$ cat config.mk
export PLATFORM = sky130hd
export DESIGN_NAME = batch_slack_arb
export DESIGN_NICKNAME = d
export VERILOG_FILES = /design/src/rtl/bsa_pkg.sv /design/src/rtl/bsa_datapath.sv /design/src/rtl/bsa_control.sv /design/src/rtl/batch_slack_arb.sv
export SDC_FILE = /design/constraint.sdc
export NUM_CORES = 2
export LEC_CHECK = 0
export BUFFER_PORTS_ARGS = -buffer_cell sky130_fd_sc_hd__buf_2
export CELL_PAD_IN_SITES_DETAIL_PLACEMENT = 1
export CELL_PAD_IN_SITES_GLOBAL_PLACEMENT = 2
export CORE_MARGIN = 1.5
export CORE_UTILIZATION = 35
export DETAILED_ROUTE_END_ITERATION = 7
export MAX_ROUTING_LAYER = met4
export PLACE_DENSITY = 0.89
export RECOVER_POWER = 25
export SLEW_MARGIN = 20
export SYNTH_ARGS = -nofsm -noshare
export SYNTH_HDL_FRONTEND = slang
export SYNTH_SLANG_ARGS = --single-unit
export TNS_END_PERCENT = 30
$ cat constraint.sdc
create_clock -name clk -period 228.5 [get_ports clk]
set_input_delay 34.275 -clock clk [delete_from_list [all_inputs] [get_ports clk]]
set_output_delay 34.275 -clock clk [all_outputs]
set_load 0.1 [all_outputs]
$ cat src/rtl/bsa_pkg.sv
package bsa_pkg;
  // strobes from control to datapath for the per-channel priority field
  typedef struct packed {
    logic loadEn;   // store the granted head's key
    logic clearEn;  // release the granted channel's field
  } bsaStrobe_t;
endpackage

$ cat src/rtl/bsa_datapath.sv
module bsa_datapath
  import bsa_pkg::*;
#(
  parameter int NUM_REQ = 30,
  parameter int BATCH_W = 3,
  parameter int SLACK_W = 5,
  parameter int IDX_W   = 5
) (
  input  logic                       clk,
  input  logic                       rstN,
  input  logic [NUM_REQ-1:0]         reqValid,
  input  logic [NUM_REQ-1:0]         reqHead,
  input  logic [NUM_REQ-1:0]         reqTail,
  input  logic [NUM_REQ*BATCH_W-1:0] reqBatch,
  input  logic [NUM_REQ*SLACK_W-1:0] reqSlack,
  input  logic [BATCH_W-1:0]         curBatch,
  input  logic [IDX_W-1:0]           rrPtr,
  input  bsaStrobe_t                 strobe,
  input  logic [IDX_W-1:0]           strobeIdx,
  output logic                       winValid,
  output logic [IDX_W-1:0]           winIdx,
  output logic                       winHead,
  output logic                       winTail
);
  localparam int KEY_W = BATCH_W + SLACK_W;

  logic [NUM_REQ-1:0] fieldValid;
  logic [BATCH_W-1:0] fieldBatch [NUM_REQ];
  logic [SLACK_W-1:0] fieldSlack [NUM_REQ];
  logic [KEY_W-1:0]   keyArr     [NUM_REQ];
  logic [NUM_REQ-1:0] eligible;
  logic [NUM_REQ-1:0] cand;
  logic [KEY_W-1:0]   minKey;

  // per-channel priority field, loaded by a winning head, cleared by a tail
  always_ff @(posedge clk) begin
    if (!rstN) begin
      fieldValid <= '0;
      for (int i = 0; i < NUM_REQ; i++) begin
        fieldBatch[i] <= '0;
        fieldSlack[i] <= '0;
      end
    end else if (strobe.clearEn) begin
      fieldValid[strobeIdx] <= 1'b0;
    end else if (strobe.loadEn) begin
      fieldValid[strobeIdx] <= 1'b1;
      fieldBatch[strobeIdx] <= reqBatch[strobeIdx*BATCH_W +: BATCH_W];
      fieldSlack[strobeIdx] <= reqSlack[strobeIdx*SLACK_W +: SLACK_W];
    end
  end

  // comparison key per channel: inverted age on top, slack below; smaller wins
  for (genvar g = 0; g < NUM_REQ; g++) begin : g_key
    logic [BATCH_W-1:0] effBatch;
    logic [SLACK_W-1:0] effSlack;
    logic [BATCH_W-1:0] age;
    always_comb begin
      effBatch    = reqHead[g] ? reqBatch[g*BATCH_W +: BATCH_W] : fieldBatch[g];
      effSlack    = reqHead[g] ? reqSlack[g*SLACK_W +: SLACK_W] : fieldSlack[g];
      age         = curBatch - effBatch;
      keyArr[g]   = {~age, effSlack};
      eligible[g] = reqValid[g] & (reqHead[g] | fieldValid[g]);
    end
  end

  always_comb begin
    minKey = '1;
    for (int i = 0; i < NUM_REQ; i++)
      if (eligible[i] && keyArr[i] < minKey) minKey = keyArr[i];
    for (int i = 0; i < NUM_REQ; i++)
      cand[i] = eligible[i] && (keyArr[i] == minKey);
  end

  // rotating pick among the best-key candidates
  always_comb begin
    winValid = 1'b0;
    winIdx   = '0;
    for (int k = 0; k < NUM_REQ; k++) begin
      int j;
      j = int'(rrPtr) + k;
      if (j >= NUM_REQ) j = j - NUM_REQ;
      if (!winValid && cand[j]) begin
        winValid = 1'b1;
        winIdx   = IDX_W'(j);
      end
    end
    winHead = winValid & reqHead[winIdx];
    winTail = winValid & reqTail[winIdx];
  end
endmodule

$ cat src/rtl/bsa_control.sv
module bsa_control
  import bsa_pkg::*;
#(
  parameter int NUM_REQ      = 30,
  parameter int BATCH_W      = 3,
  parameter int BATCH_CYCLES = 16,
  parameter int IDX_W        = 5
) (
  input  logic               clk,
  input  logic               rstN,
  input  logic               winValid,
  input  logic [IDX_W-1:0]   winIdx,
  input  logic               winHead,
  input  logic               winTail,
  output bsaStrobe_t         strobe,
  output logic [IDX_W-1:0]   rrPtr,
  output logic [BATCH_W-1:0] curBatch
);
  localparam int CYC_W = (BATCH_CYCLES > 1) ? $clog2(BATCH_CYCLES) : 1;
  localparam logic [CYC_W-1:0] CYC_LAST = CYC_W'(BATCH_CYCLES - 1);
  localparam logic [IDX_W-1:0] IDX_LAST = IDX_W'(NUM_REQ - 1);

  logic [CYC_W-1:0] cycleCnt;

  // injection-side batch interval counter
  always_ff @(posedge clk) begin
    if (!rstN) begin
      cycleCnt <= '0;
      curBatch <= '0;
    end else if (cycleCnt == CYC_LAST) begin
      cycleCnt <= '0;
      curBatch <= curBatch + 1'b1;
    end else begin
      cycleCnt <= cycleCnt + 1'b1;
    end
  end

  always_ff @(posedge clk) begin
    if (!rstN)         rrPtr <= '0;
    else if (winValid) rrPtr <= (winIdx == IDX_LAST) ? '0 : winIdx + 1'b1;
  end

  always_comb begin
    strobe.clearEn = winValid & winTail;
    strobe.loadEn  = winValid & winHead & ~winTail;
  end
endmodule

$ cat src/rtl/batch_slack_arb.sv
module batch_slack_arb
  import bsa_pkg::*;
#(
  parameter int NUM_PORTS    = 5,
  parameter int NUM_VCS      = 6,
  parameter int BATCH_W      = 3,
  parameter int SLACK_W      = 5,
  parameter int BATCH_CYCLES = 16,
  localparam int NUM_REQ     = NUM_PORTS * NUM_VCS,
  localparam int IDX_W       = $clog2(NUM_REQ)
) (
  input  logic                       clk,
  input  logic                       rstN,
  input  logic [NUM_REQ-1:0]         reqValid,
  input  logic [NUM_REQ-1:0]         reqHead,
  input  logic [NUM_REQ-1:0]         reqTail,
  input  logic [NUM_REQ*BATCH_W-1:0] reqBatch,
  input  logic [NUM_REQ*SLACK_W-1:0] reqSlack,
  output logic [NUM_REQ-1:0]         grant,
  output logic                       grantValid,
  output logic [IDX_W-1:0]           grantIdx,
  output logic [BATCH_W-1:0]         curBatch
);
  bsaStrobe_t       strobe;
  logic [IDX_W-1:0] rrPtr;
  logic             winValid, winHead, winTail;
  logic [IDX_W-1:0] winIdx;

  bsa_datapath #(
    .NUM_REQ(NUM_REQ), .BATCH_W(BATCH_W), .SLACK_W(SLACK_W), .IDX_W(IDX_W)
  ) u_dp (
    .clk(clk), .rstN(rstN), .reqValid(reqValid), .reqHead(reqHead),
    .reqTail(reqTail), .reqBatch(reqBatch), .reqSlack(reqSlack),
    .curBatch(curBatch), .rrPtr(rrPtr), .strobe(strobe), .strobeIdx(winIdx),
    .winValid(winValid), .winIdx(winIdx), .winHead(winHead), .winTail(winTail)
  );

  bsa_control #(
    .NUM_REQ(NUM_REQ), .BATCH_W(BATCH_W), .BATCH_CYCLES(BATCH_CYCLES), .IDX_W(IDX_W)
  ) u_ctl (
    .clk(clk), .rstN(rstN), .winValid(winValid), .winIdx(winIdx),
    .winHead(winHead), .winTail(winTail), .strobe(strobe), .rrPtr(rrPtr),
    .curBatch(curBatch)
  );

  assign grantValid = winValid;
  assign grantIdx   = winIdx;
  assign grant      = winValid ? (NUM_REQ'(1) << winIdx) : '0;
endmodule

==> metrics.md <==
| Metric | Value |
|---|---|
| Core footprint | 134000 um2 |
| Initial antenna violation count | 16 |
| Clock Tree Buf Depth | 3 |
| Hold Fails Final Rpt | 0 |
| Initial Utilization | a little over a third |
| Yosys warnings | 0 |
| Max-Slew Margin vs Limit | -275% |
| Post-DP HPWL | about 250000 um |
| Port Buf Inserts | 370 |
| Gpl congestion | approximately 1.1 |
| Required time worst endpoint | around 190 ns |
| Vias in the first global route | between 50k and 60k |
| #FFs+latches synth | 282 |
| DR vias/cell | 7.25 |
| Min Tclk post-route | approximately 160 ns |
| Failing checks | DRC, capacitance limit, slew limit |
| Max Slew Vio Count | between 400 and 500 |
| Yosys top cell by area | edfxtp_1 |
| CTS sink count | ~280 |
| Total track usage | a little under half |
| Final worst-path cycle share | a little over two thirds |
| Fmax | ~0.0062 GHz |
| CTS H-Tree Depth | 1 |
| Violation count after the first detailed-route iteration | 8615 |
| Largest net degree at the start of global routing | 108 |
| Unrepaired setup endpoints after global routing | false |
| # Post-CTS Setup Buffers | 0 |
| EDFF count, synth | 240 |
| Ys flop type | edfxtp_1 |
| DRC | 4 |
| Routed WL | roughly 320000 um |
| Drt first pass iters | 8 |
| Post-synth top cells | nand2_1 (617), nor2_1 (593), a21oi_1 (385) |
| Critical path class | input port to output pin |
| Clock Root Buffer | clkbuf_16 |
| Gate Count Post-Synth | approximately 6.1k |
| Multi-input logic area | between 30000 and 40000 um2 |
| CTS buffer count | 31 |
| # rows | around 130 |
| Critical path's largest stage delay | approximately 2.3 ns |
| Register area share after synthesis | between 15 and 20% |
| CTS tree | built |
| Worst-Skew Late Latency | 0.71 ns |
| Largest cells by area after synthesis | edfxtp_1 (15%), mux2i_1 (7.3%), ha_1 (5.8%) |
| Asr flop ratio synth | 0% |
| I/O pin cnt | about 370 |
| Vias | ~59k |
| Die area | between 100000 and 150000 um2 |
| P&R area growth vs syn | 10.3% |
| Worst-margin pin slew | 5.62 ns |
| Clk slew on worst S/H paths | 0.07 ns |
| Post-synth cell types | 134 |
| ANT nets after route | 0 |
| Crit path capture type | output pin |
| Hold Path Class | flop to flop |
| Finished Core Util | between 30% and 40% |
| Critical path fanouts, max | 47 |
| Slowest cell on crit path | clkbuf_1 |
| Crit path arrival time | about 130 ns |
| Most common cell in the synthesized netlist | nand2_1 |
| Storage cell area | 8060 um2 |
| Startpoint Class | input port |
| Number of max-cap violations | 12 |
| Average cell area after synthesis | ~7.7 um2 |
| Die Wd | ~370 um |
| CTS resizes | 0 |
| Die Ht | between 300 and 400 um |
| Grt total ovfl | 0 |
| # hold bufs at CTS | 0 |
| Synthesized Nets | between 6k and 7k |
| Routed length per instance | around 39 um |
| # setup viols final | 0 |
| Clk_skew | 0.0992 ns |
| Post-synth top area share | 15.3% |
| Fill cell count | between 15k and 20k |
| Mapped Area | between 40000 and 50000 um2 |
| Outcome | finished with violations |
| First-pass GRT wire length | approximately 440000 um |
| Share of layout cells above drive strength 1 | between 10% and 20% |
| Sum Neg Setup Slack | 0 ns |
| Fin nets | 6927 |
[stage by stage]
| stage | setup slack (ns) | cells | cell area [um2] | hold WS (ns) |
|---|---|---|---|---|
| floorplan | 98.02 | 6144 | 47200 | 0.430 |
| global placement | 86.68 | 8077 | 51000 | 0.444 |
| detailed placement | 85.17 | 8078 | 51000 | 0.456 |
| CTS | 84.89 | 8136 | 52100 | 0.470 |
| global route | 62.26 | 8147 | 52000 | 0.487 |
| finish | 67.54 | 8152 | 52000 | 0.471 |
[path summary, 6_finish.rpt]
check / from / to / slack (ns) / cells after the start
min: flop / flop / 0.47 / 2
max: reqHead[0] / grant[29] / 67.54 / 298
min reg2reg: flop / flop / 0.47 / 2
max reg2reg: u_ctl.curBatch[1] / u_dp.fieldSlack[18][0] / 128.83 / 298
[layout by cell type (no fill, tap or decap), drive strengths merged, types with 64 or more instances in the layout]
cell,count
nand2,621
nor2,601
buf,563
a21oi,395
o21ai,384
mux2i,345
inv,254
edfxtp,240
xnor2,226
nand3,222
ha,220
mux2,194
nor3,174
nor4,113
o211ai,101
a211oi,97
nand4,96
o22ai,93
a31oi,85
xor2,78
a22oi,69
and3,64
[layer usage]
| metal | up-vias | wire length [um] | GRT usage, % |
|---|---|---|---|
| li1 | 23800 | - | - |
| met1 | 28900 | 118000 | 55.4 |
| met2 | 4875 | 130000 | 64.9 |
| met3 | 1525 | 41600 | 12.4 |
| met4 | 0 | 31400 | 35.4 |
| met5 | - | 0 | - |
[critical path, delay by kind of cell]
family                     cells  cell delay, ns
xor gates and xnor gates       2            0.79
adders and majority gates     31            9.35
muxes                         16            6.17
and+or+nand+nor               98           26.12
AOI/OAI and AO/OA            125           40.10
buffers and inverters         26            9.67
[kinds of logic (layout without fill, tap and decap cells)]
| family | Yosys count | count (layout) | share of synthesized area [%] |
|---|---|---|---|
| xor gates and xnor gates | 304 | 304 | 5.64 |
| buffers and inverters | 670 | 895 | 6.54 |
| muxes | 573 | 573 | 13.6 |
| other | 0 | 15 | 0 |
| and+or+nand+nor | 2178 | 2178 | 22.1 |
| DFF | 282 | 282 | 17.1 |
| AOI/OAI and AO/OA | 1880 | 1880 | 27.8 |
| adders and majority gates | 257 | 257 | 7.28 |
[layout make-up]
| class | instances | share of cell area [%] |
|---|---|---|
| Sequential cell | 282 | 15.5 |
| Multi-Input combinational cell | 5192 | 69.6 |
| Timing Repair Buffer | 576 | 6.52 |
| Clock buffer | 38 | 1.64 |
| Tap cell | 1768 | 4.25 |
| Inverter | 261 | 1.89 |
| Antenna cell | 15 | 0.0722 |
| Clock inverter | 20 | 0.517 |
Power is not shown: default switching activity piles up to over one toggle a cycle in this logic, so the estimate is an artifact.
